**config.mk**
```make
export PLATFORM = sky130hd
export DESIGN_NAME = evt_irq_unit
export DESIGN_NICKNAME = d
export VERILOG_FILES = /design/src/rtl/evt_irq_pkg.sv /design/src/rtl/evt_irq_ctrl.sv /design/src/rtl/evt_irq_datapath.sv /design/src/rtl/evt_irq_unit.sv
export SDC_FILE = /design/constraint.sdc
export NUM_CORES = 1
export LEC_CHECK = 0
export ABC_AREA = 1
export BUFFER_PORTS_ARGS = -buffer_cell sky130_fd_sc_hd__buf_2
export CELL_PAD_IN_SITES_DETAIL_PLACEMENT = 2
export CELL_PAD_IN_SITES_GLOBAL_PLACEMENT = 2
export CORE_AREA = 5 5 58 60
export DETAILED_ROUTE_END_ITERATION = 10
export DIE_AREA = 0 0 63 65
export GPL_TIMING_DRIVEN = 0
export HOLD_SLACK_MARGIN = 0.15
export PLACE_DENSITY_LB_ADDON = 0.1
export SYNTH_ARGS = -nofsm -noshare
export SYNTH_HDL_FRONTEND = slang
export SYNTH_HIERARCHICAL = 1
export SYNTH_SLANG_ARGS = --single-unit
export TNS_END_PERCENT = 1
```
**constraint.sdc**
```tcl
create_clock -name clk -period 1 [get_ports clk]
set_input_delay 0.2 -clock clk [delete_from_list [all_inputs] [get_ports clk]]
set_output_delay 0.2 -clock clk [all_outputs]
set_load 0.01 [all_outputs]
```
**src/rtl/evt_irq_pkg.sv**
```systemverilog
package evt_irq_pkg;
  localparam int unsigned NUM_SRC = 5;
  localparam int unsigned BYTE_W  = 8;
  localparam int unsigned SUM_POS = BYTE_W - 1;
  localparam int unsigned PAD_W   = SUM_POS - NUM_SRC;

  typedef struct packed {
    logic readClr;  // status byte is read this cycle, clear at edge
    logic maskLd;   // mask update this cycle
    logic setMode;  // 1: ones set mask bits, 0: ones clear them
  } ctrlStb_t;
endpackage

```
**src/rtl/evt_irq_ctrl.sv**
```systemverilog
module evt_irq_ctrl
  import evt_irq_pkg::*;
#(
  parameter int unsigned DW = BYTE_W
) (
  input  logic          chipSel,
  input  logic          rdStb,
  input  logic          wrStb,
  input  logic [DW-1:0] wrData,
  output ctrlStb_t      stb
);
  localparam int unsigned MODE_BIT = DW - 1;

  always_comb begin
    stb.readClr = chipSel & rdStb;
    stb.maskLd  = chipSel & wrStb;
    stb.setMode = wrData[MODE_BIT];
  end
endmodule

```
**src/rtl/evt_irq_datapath.sv**
```systemverilog
module evt_irq_datapath
  import evt_irq_pkg::*;
#(
  parameter int unsigned NS = NUM_SRC,
  parameter int unsigned DW = BYTE_W
) (
  input  logic          clk,
  input  logic          rstN,
  input  ctrlStb_t      stb,
  input  logic [DW-1:0] wrData,
  input  logic [NS-1:0] evtPulse,
  output logic [DW-1:0] statusByte,
  output logic [NS-1:0] maskBits,
  output logic [DW-1:0] rdData,
  output logic          irqN
);
  localparam int unsigned PADW = DW - 1 - NS;

  logic [NS-1:0] flagQ, flagD;
  logic [NS-1:0] maskQ, maskD;
  logic          sumQ, sumD;
  logic          irqNQ;

  // per-source slices: flag and mask update
  for (genvar k = 0; k < NS; k++) begin : g_src
    always_comb begin
      // clear on read first, then any coincident event re-sets the flag
      flagD[k] = (stb.readClr ? 1'b0 : flagQ[k]) | evtPulse[k];
      maskD[k] = maskQ[k];
      if (stb.maskLd && wrData[k]) begin
        maskD[k] = stb.setMode;
      end
    end
  end

  always_comb begin
    sumD = |(flagD & maskD);
  end

  always_ff @(posedge clk or negedge rstN) begin
    if (!rstN) begin
      flagQ <= '0;
      maskQ <= '0;
      sumQ  <= 1'b0;
      irqNQ <= 1'b1;
    end else begin
      flagQ <= flagD;
      maskQ <= maskD;
      sumQ  <= sumD;
      irqNQ <= ~sumD;
    end
  end

  always_comb begin
    statusByte = {sumQ, {PADW{1'b0}}, flagQ};
    rdData     = stb.readClr ? statusByte : '0;
  end

  assign maskBits = maskQ;
  assign irqN     = irqNQ;
endmodule

```
**src/rtl/evt_irq_unit.sv**
```systemverilog
module evt_irq_unit
  import evt_irq_pkg::*;
(
  input  logic               clk,
  input  logic               rstN,
  input  logic               chipSel,
  input  logic               rdStb,
  input  logic               wrStb,
  input  logic [BYTE_W-1:0]  wrData,
  output logic [BYTE_W-1:0]  rdData,
  input  logic [NUM_SRC-1:0] evtPulse,
  output logic               irqN
);
  ctrlStb_t             stb;
  logic [BYTE_W-1:0]    statusByte;
  logic [NUM_SRC-1:0]   maskBits;

  evt_irq_ctrl #(.DW(BYTE_W)) ctrl_i (
    .chipSel (chipSel),
    .rdStb   (rdStb),
    .wrStb   (wrStb),
    .wrData  (wrData),
    .stb     (stb)
  );

  evt_irq_datapath #(.NS(NUM_SRC), .DW(BYTE_W)) dp_i (
    .clk        (clk),
    .rstN       (rstN),
    .stb        (stb),
    .wrData     (wrData),
    .evtPulse   (evtPulse),
    .statusByte (statusByte),
    .maskBits   (maskBits),
    .rdData     (rdData),
    .irqN       (irqN)
  );
endmodule

```
==> results of run 1 <==
==> state kept, by name (all words and copies together) (netlist names) <==
signal	cells
dp_i/irqN	1
dp_i/maskBits	5
dp_i/flagQ	5
dp_i/sumQ	1
==> path summary, 6_finish.rpt <==
path	startpoint	to	slack (ns)	cells after the start
hold reg to reg	dp_i/maskBits[2]	dp_i/maskBits[2]	0.48	2
max in group asynchronous	rstN	dp_i/irqN	0.38	2
min in group asynchronous	rstN	dp_i/maskBits[1]	0.34	2
setup / recovery	dp_i/irqN	irqN	-0.09	1
setup reg to reg	dp_i/flagQ[2]	dp_i/sumQ	0.10	5
hold / removal	evtPulse[4]	dp_i/flagQ[4]	0.13	3
==> timing repair <==
action | 4_1_cts | 5_1_grt
endpoints found under the setup margin | 7 | 9
gates resized for setup | 1 | 1
hold endpoints to repair | 17 | 1
pin swaps | 0 | 1
==> power by group through the flow <==
stage	Combinational, mW	Sequential [mW]	Clock, mW
after floorplan	0.144	0.583	0
after global placement	0.241	0.581	0
after detailed placement	0.248	0.582	0
after CTS	0.262	0.574	0.338
after global routing	0.293	0.578	0.356
final	0.253	0.573	0.313
==> through the flow <==
stage | worst slack (ns) | instances | power (mW) | hold WS [ns] | area (um2)
floorplan | 0.0967 | 79 | 0.727 | -0.0956 | 586
global placement | -0.210 | 133 | 0.822 | 0.107 | 732
detailed placement | -0.240 | 133 | 0.830 | 0.105 | 732
CTS | -0.109 | 138 | 1.17 | 0.123 | 774
global route | -0.140 | 138 | 1.23 | 0.126 | 774
finish | -0.0850 | 138 | 1.14 | 0.134 | 774
==> area by class of cell <==
type	count	area (um2)
sequential	12	302
fill	358	2100
clock buffer	4	26.3
buffer	4	30.0
inverter	14	52.6
multi-input combinational	49	201
timing repair buffer	22	121
tap	33	41.3
==> metal layers <==
layer | vias up | GRT usage, % | part of all wire, % | routed length (um)
met1 | 269 | 8.29 | 42 | 618
met5 | - | 0 | 0 | 0
met2 | 14 | 14.1 | 50 | 737
met4 | 0 | 3.98 | 0.61 | 9
li1 | 280 | - | - | -
met3 | 2 | 2.95 | 7.3 | 108
==> impl.org, run 1 <==
** Status
- Status :: finished with violations
- The checks that failed: setup timing.

** Clock network
- CTS built an H-tree with a depth of 1.
- The cell sitting at the root of the clock tree is a clkbuf_4.
- Maximum count of clock buffers along a single path :: 2
- Number of CTS-inserted buffers :: 3
- After clock tree synthesis, the clock-pin slew on the worst setup and hold paths is 0.08 ns.
- TritonCTS clock tree :: built
- The number of hold buffers added after CTS was 1.
- Clock network latency to the later pin of the worst-skew pair :: 0.27 ns
- In this run the post-CTS setup repair buffer count came out at 0.
- Num Clock Sinks :: 12

** Power and ir drop
- Across the VDD grid, the largest voltage drop is 0.000723 V.
- Dividing total power by cell area gives a power density of 1470 nW/um2.
- Clock power share :: 27.5%
- For this design the total switching power over the nets is 0.322 mW.
- The analysis attributes to cell leakage a power of 0.485 nW.
- In this run, the combinational gates consume 22.2% of the power.
- The internal portion of the total power is 0.816 mW.
- The share of total power dissipated in sequential elements is 50.3%.
- Net switching is 28.3% of the power.

** GRT
- The first global-routing pass estimated 2550 um of wire.
- Global routing finished with a remaining overflow of 0.
- Global routing consumed, over all layers together, 8.01% of the routing resources.
- The number of antenna violations at the first check in global routing came to 0.
- Number of global-route vias before repair :: 626
- Pin count of the biggest net entering global routing :: 13

** Floorplanning
- After floorplanning, the core was divided into 20 placement rows.
- # IOs :: 27
- Die outline width :: 63 um
- The core region is 2880 um2.
- For this configuration, the core starts out at a cell density of 20.2%.
- The die is 65 um tall.
- Die ar. :: 4100 um2

** Critical path
- Kind of launch point of the worst setup path :: register
- The critical path goes through buf_6.
- On the worst path, the slowest cell contributes a delay of 0.53 ns.
- The slowest stage of the critical path is the dfstp_2 cell.
- Critical path class :: reg2out
- Data arrives at the worst endpoint at 0.89 ns.
- Top Family by Delay on Critical Path :: flip-flops
- Of all nets on the critical path, the largest fanout is 1.
- Crit end category :: primary output
- The number of buffers and inverters on the critical path is 1.
- Data on the critical path is required at its endpoint by 0.80 ns.

** STA
- Ratio of final minimum period to clock period :: 109%
- Final Hold Viols :: 0
- RSZ-0062 raised after global routing :: yes
- Sum of negative setup slack :: -0.470 ns
- Between clock sinks in the finished design, the worst skew comes to 0.00526 ns.
- The final-report max-slew violation count was 0.
- The smallest clock period supported by the final layout is computed as 1.09 ns.
- Once routing completed, OpenROAD measured the worst setup slack at -0.0850 ns.
- Max Fclk :: 922 MHz
- Setup violations remaining at the end of the flow were counted as 7.

** Drt
- Vias post-DR :: 565
- Before antenna repair, the detailed router went through 2 iterations.
- For this block, the initial DRC count from the detailed router was 2.
- In the final routed layout, each cell accounts on average for 10.7 um.
- The count of nets left with antenna violations once routing finished came out at 0.
- Average vias per placed instance :: 4.09
- DRC violation count after routing :: 0
- Final wirelength :: 1470 um

** Final layout
- From synthesis to final layout, the design area changed by 33.1%.
- Net count of the finished layout :: 124
- Of the cells placed in the final design, the portion with a size suffix greater than 1 is 30.5%.
- Measured on the finished design, the core utilization comes to 26.9%.
- 0 antenna diodes ended up in the layout.
- Leaving out fill and tap cells, the most frequent cell in the layout is nand2_1.
- Highest-count cells in the layout ignoring fill and taps :: nand2_1, buf_2, inv_1, dfrtp_1, nand3_1

** Placement
- Routability-driven placement finished with a final weighted congestion of 0.659.
- Count of port buffers added during placement :: 21
- Total half-perimeter wirelength after legalization and detailed placement :: 1240 um

** Yosys
- Instance count of the mapped netlist :: 78
- The cell area that synthesis handed to floorplanning was 582 um2.
- Yosys warning total :: 6
- Each instance of the synthesized netlist takes up on average 7.46 um2.

** Hold path
- The worst hold path belongs to the class in2reg.

** Flow run
- Max-cap violations in this run came to 0.
(Power assumes the default switching activity.)
==> inputs of run 2 (changes only) <==
- CTS_BUF_LIST: default -> sky130_fd_sc_hd__clkbuf_4 sky130_fd_sc_hd__clkbuf_8 sky130_fd_sc_hd__clkbuf_16
==> run 2 against run 1 <==
  * The flow still finishes with violations (setup timing)
  * Cell area rose by 0.48%
  * Utilization increased by 0.13 points
  * Final cell count did not move
  * Flip-flop and latch count unchanged
  * Critical endpoint unchanged
  * Largest power group unchanged
==> impl.org, run 2 (synthesis results as in run 1) <==
** Status
- The run finished, with violations left.
- The final reports fail on setup timing.

** STA
- Setup slack on the critical path of the routed design comes to -0.0862 ns.
- The final-report max-slew violation count came to 0.
- Max Clock Skew :: 0.00623 ns
- Worst hold slack across all endpoints :: 0.132 ns
- Final Hold Viols :: 0
- Setup violations remaining at the end of the flow were counted as 7.
- Setup repair after global routing could not meet its margin everywhere.
- Max Fclk :: 921 MHz
- Period minus WS final :: 1.09 ns
- Ratio of final minimum period to clock period :: 109%

** Hold path
- For hold timing, the worst endpoint is dp_i/flagQ[4].
- Cell depth of the worst min-delay path :: 3
- The worst hold path begins at evtPulse[4].
- Path class of the lowest-slack min-delay path :: in2reg

** Critical path
- Worst-case reg-to-reg path depth :: 5
- In this run the critical register-to-register path is captured at dp_i/sumQ.
- STA classifies the critical path startpoint as a register.
- By startpoint and endpoint, the worst setup path is classified as reg2out.
- First element of the critical path :: dp_i/irqN
- CP max stage delay :: 0.53 ns
- Slack of the worst reg-to-reg path :: 0.10 ns
- Critical Path RT :: 0.80 ns
- The slowest stage of the critical path is the dfstp_2 cell.
- STA classifies the critical path endpoint as a primary output.
- CP Max Fanout :: 1
- Data on the critical path arrives at its endpoint at 0.89 ns.
- The worst register-to-register path begins at dp_i/flagQ[2].
- Top Family by Delay on Critical Path :: flip-flops
- The signal on the critical path passes through buf_6.
- CP Buf/Inv Count :: 1

** Floorplanning
- Area of the core :: 2880 um2
- Die ar. :: 4100 um2
- Num rows :: 20
- Starting density of the core :: 20.2%
- Measured along the x axis, the die boundary spans 63 um.
- # IOs :: 27
- The floorplan step set the die height to 65 um.

** Clock network
- Root buffer cell :: clkbuf_4
- TritonCTS clock tree :: built
- Maximum count of clock buffers along a single path :: 2
- Clock network latency to the later pin of the worst-skew pair :: 0.27 ns
- CTS saw 12 sinks.
- Hold_buf cts :: 1
- Counting the buffers created by CTS gives 3.
- Clock-pin slew was measured on the worst setup and hold paths at 0.08 ns.
- Maximum level of the CTS H-tree :: 1

** Final layout
- From synthesis to final layout, the design area changed by 33.8%.
- Fraction of layout cells with a size suffix above 1 :: 31.4%
- Antenna cells :: 0
- With fillers left out, the area of the finished cells amounts to 778 um2.
- Most common cell after layout, fill and taps aside :: nand2_1
- Once layout is complete, the utilization of the core stands at 27.0%.
- After filler insertion, the fill cell instance count of the layout stands at 358.
- The library cells used most frequently in the layout, excluding fill and tap cells, are nand2_1, buf_2, inv_1, dfrtp_1, nand3_1.
- Net count of the finished layout :: 124

** Drt
- Across all layers, the routed design uses 561 vias.
- In the routed design, unresolved DRC markers number 0.
- In the final routed layout, each cell accounts on average for 10.7 um.
- Drt first-iter violations :: 2
- Drt first pass iters :: 2
- Average vias per placed instance :: 4.07
- For this block, the routed nets add up to 1470 um of wire.
- Antenna-violating nets left :: 0

** Power and ir drop
- Leakage :: 0.489 nW
- Worst ir drop on vdd :: 0.000536 V
- PD cells :: 1500 nW/um2
- After layout, the design draws a total of 1.17 mW.

** Placement
- The congestion estimate from routability-driven global placement came to 0.659.
- Detailed placement finished with a half-perimeter wire length of 1240 um.
- Buffers placed on the I/O ports in this run total 21.
- Area after detailed placement :: 732 um2

** GRT
- The number of antenna violations at the first check in global routing was 0.
- Number of global-route vias before repair :: 630
- The first global-routing pass estimated 2570 um of wire.
- Remaining global-route overflow :: 0
- Global routing used 8.12% of the available tracks.
- Pin count of the biggest net entering global routing :: 13

** Flow run
- Maximum Capacitance Violations :: 0
run 2: power breakdown:
group	switching (mW)	leakage [nW]	internal (mW)
clock network	0.161	0.0184	0.181
registers	0.0201	0.133	0.553
logic	0.144	0.337	0.109
total	0.325	0.489	0.843
run 2: through the flow:
step	setup TNS (ns)	worst slack, ns	cells
after global placement	-0.365	-0.210	133
after CTS	-0.677	-0.110	138
after detailed placement	-0.567	-0.240	133
after global routing	-0.889	-0.144	138
final	-0.480	-0.0862	138
after floorplan	0	0.0967	79
run 2: worst max path at each step:
stage	to	slack, ns	depth (start not counted)
after global routing	rdData[1]	-0.14	3
after detailed placement	dp_i/sumQ	-0.24	10
after global placement	dp_i/sumQ	-0.21	10
after floorplan	dp_i/sumQ	0.1	8
final	irqN	-0.09	1
after CTS	irqN	-0.11	1
run 2: per-layer routing:
layer | up-vias | global-route usage [%] | part of all wire [%]
li1 | 279 | - | -
met1 | 266 | 8.18 | 42
met2 | 14 | 14.2 | 50
met3 | 2 | 2.95 | 7.3
met4 | 0 | 4.77 | 0.61
met5 | - | 0 | 0
run 2: repair_timing:
item / CTS / global route
setup endpoints to repair: 7 / 8
resized for setup: 1 / 1
endpoints found under the hold margin: 17 / 2
pin swaps: 0 / 1
setup buffers: 0 / 0
run 2: final cells by class:
cell class,instances,area (um2),area share (%)
tap,33,41.3,5.31
sequential,12,302,38.7
inverter,14,52.6,6.75
buffer,4,30.0,3.86
multi-input combinational,49,201,25.9
timing repair buffer,22,121,15.6
clock buffer,4,30.0,3.86
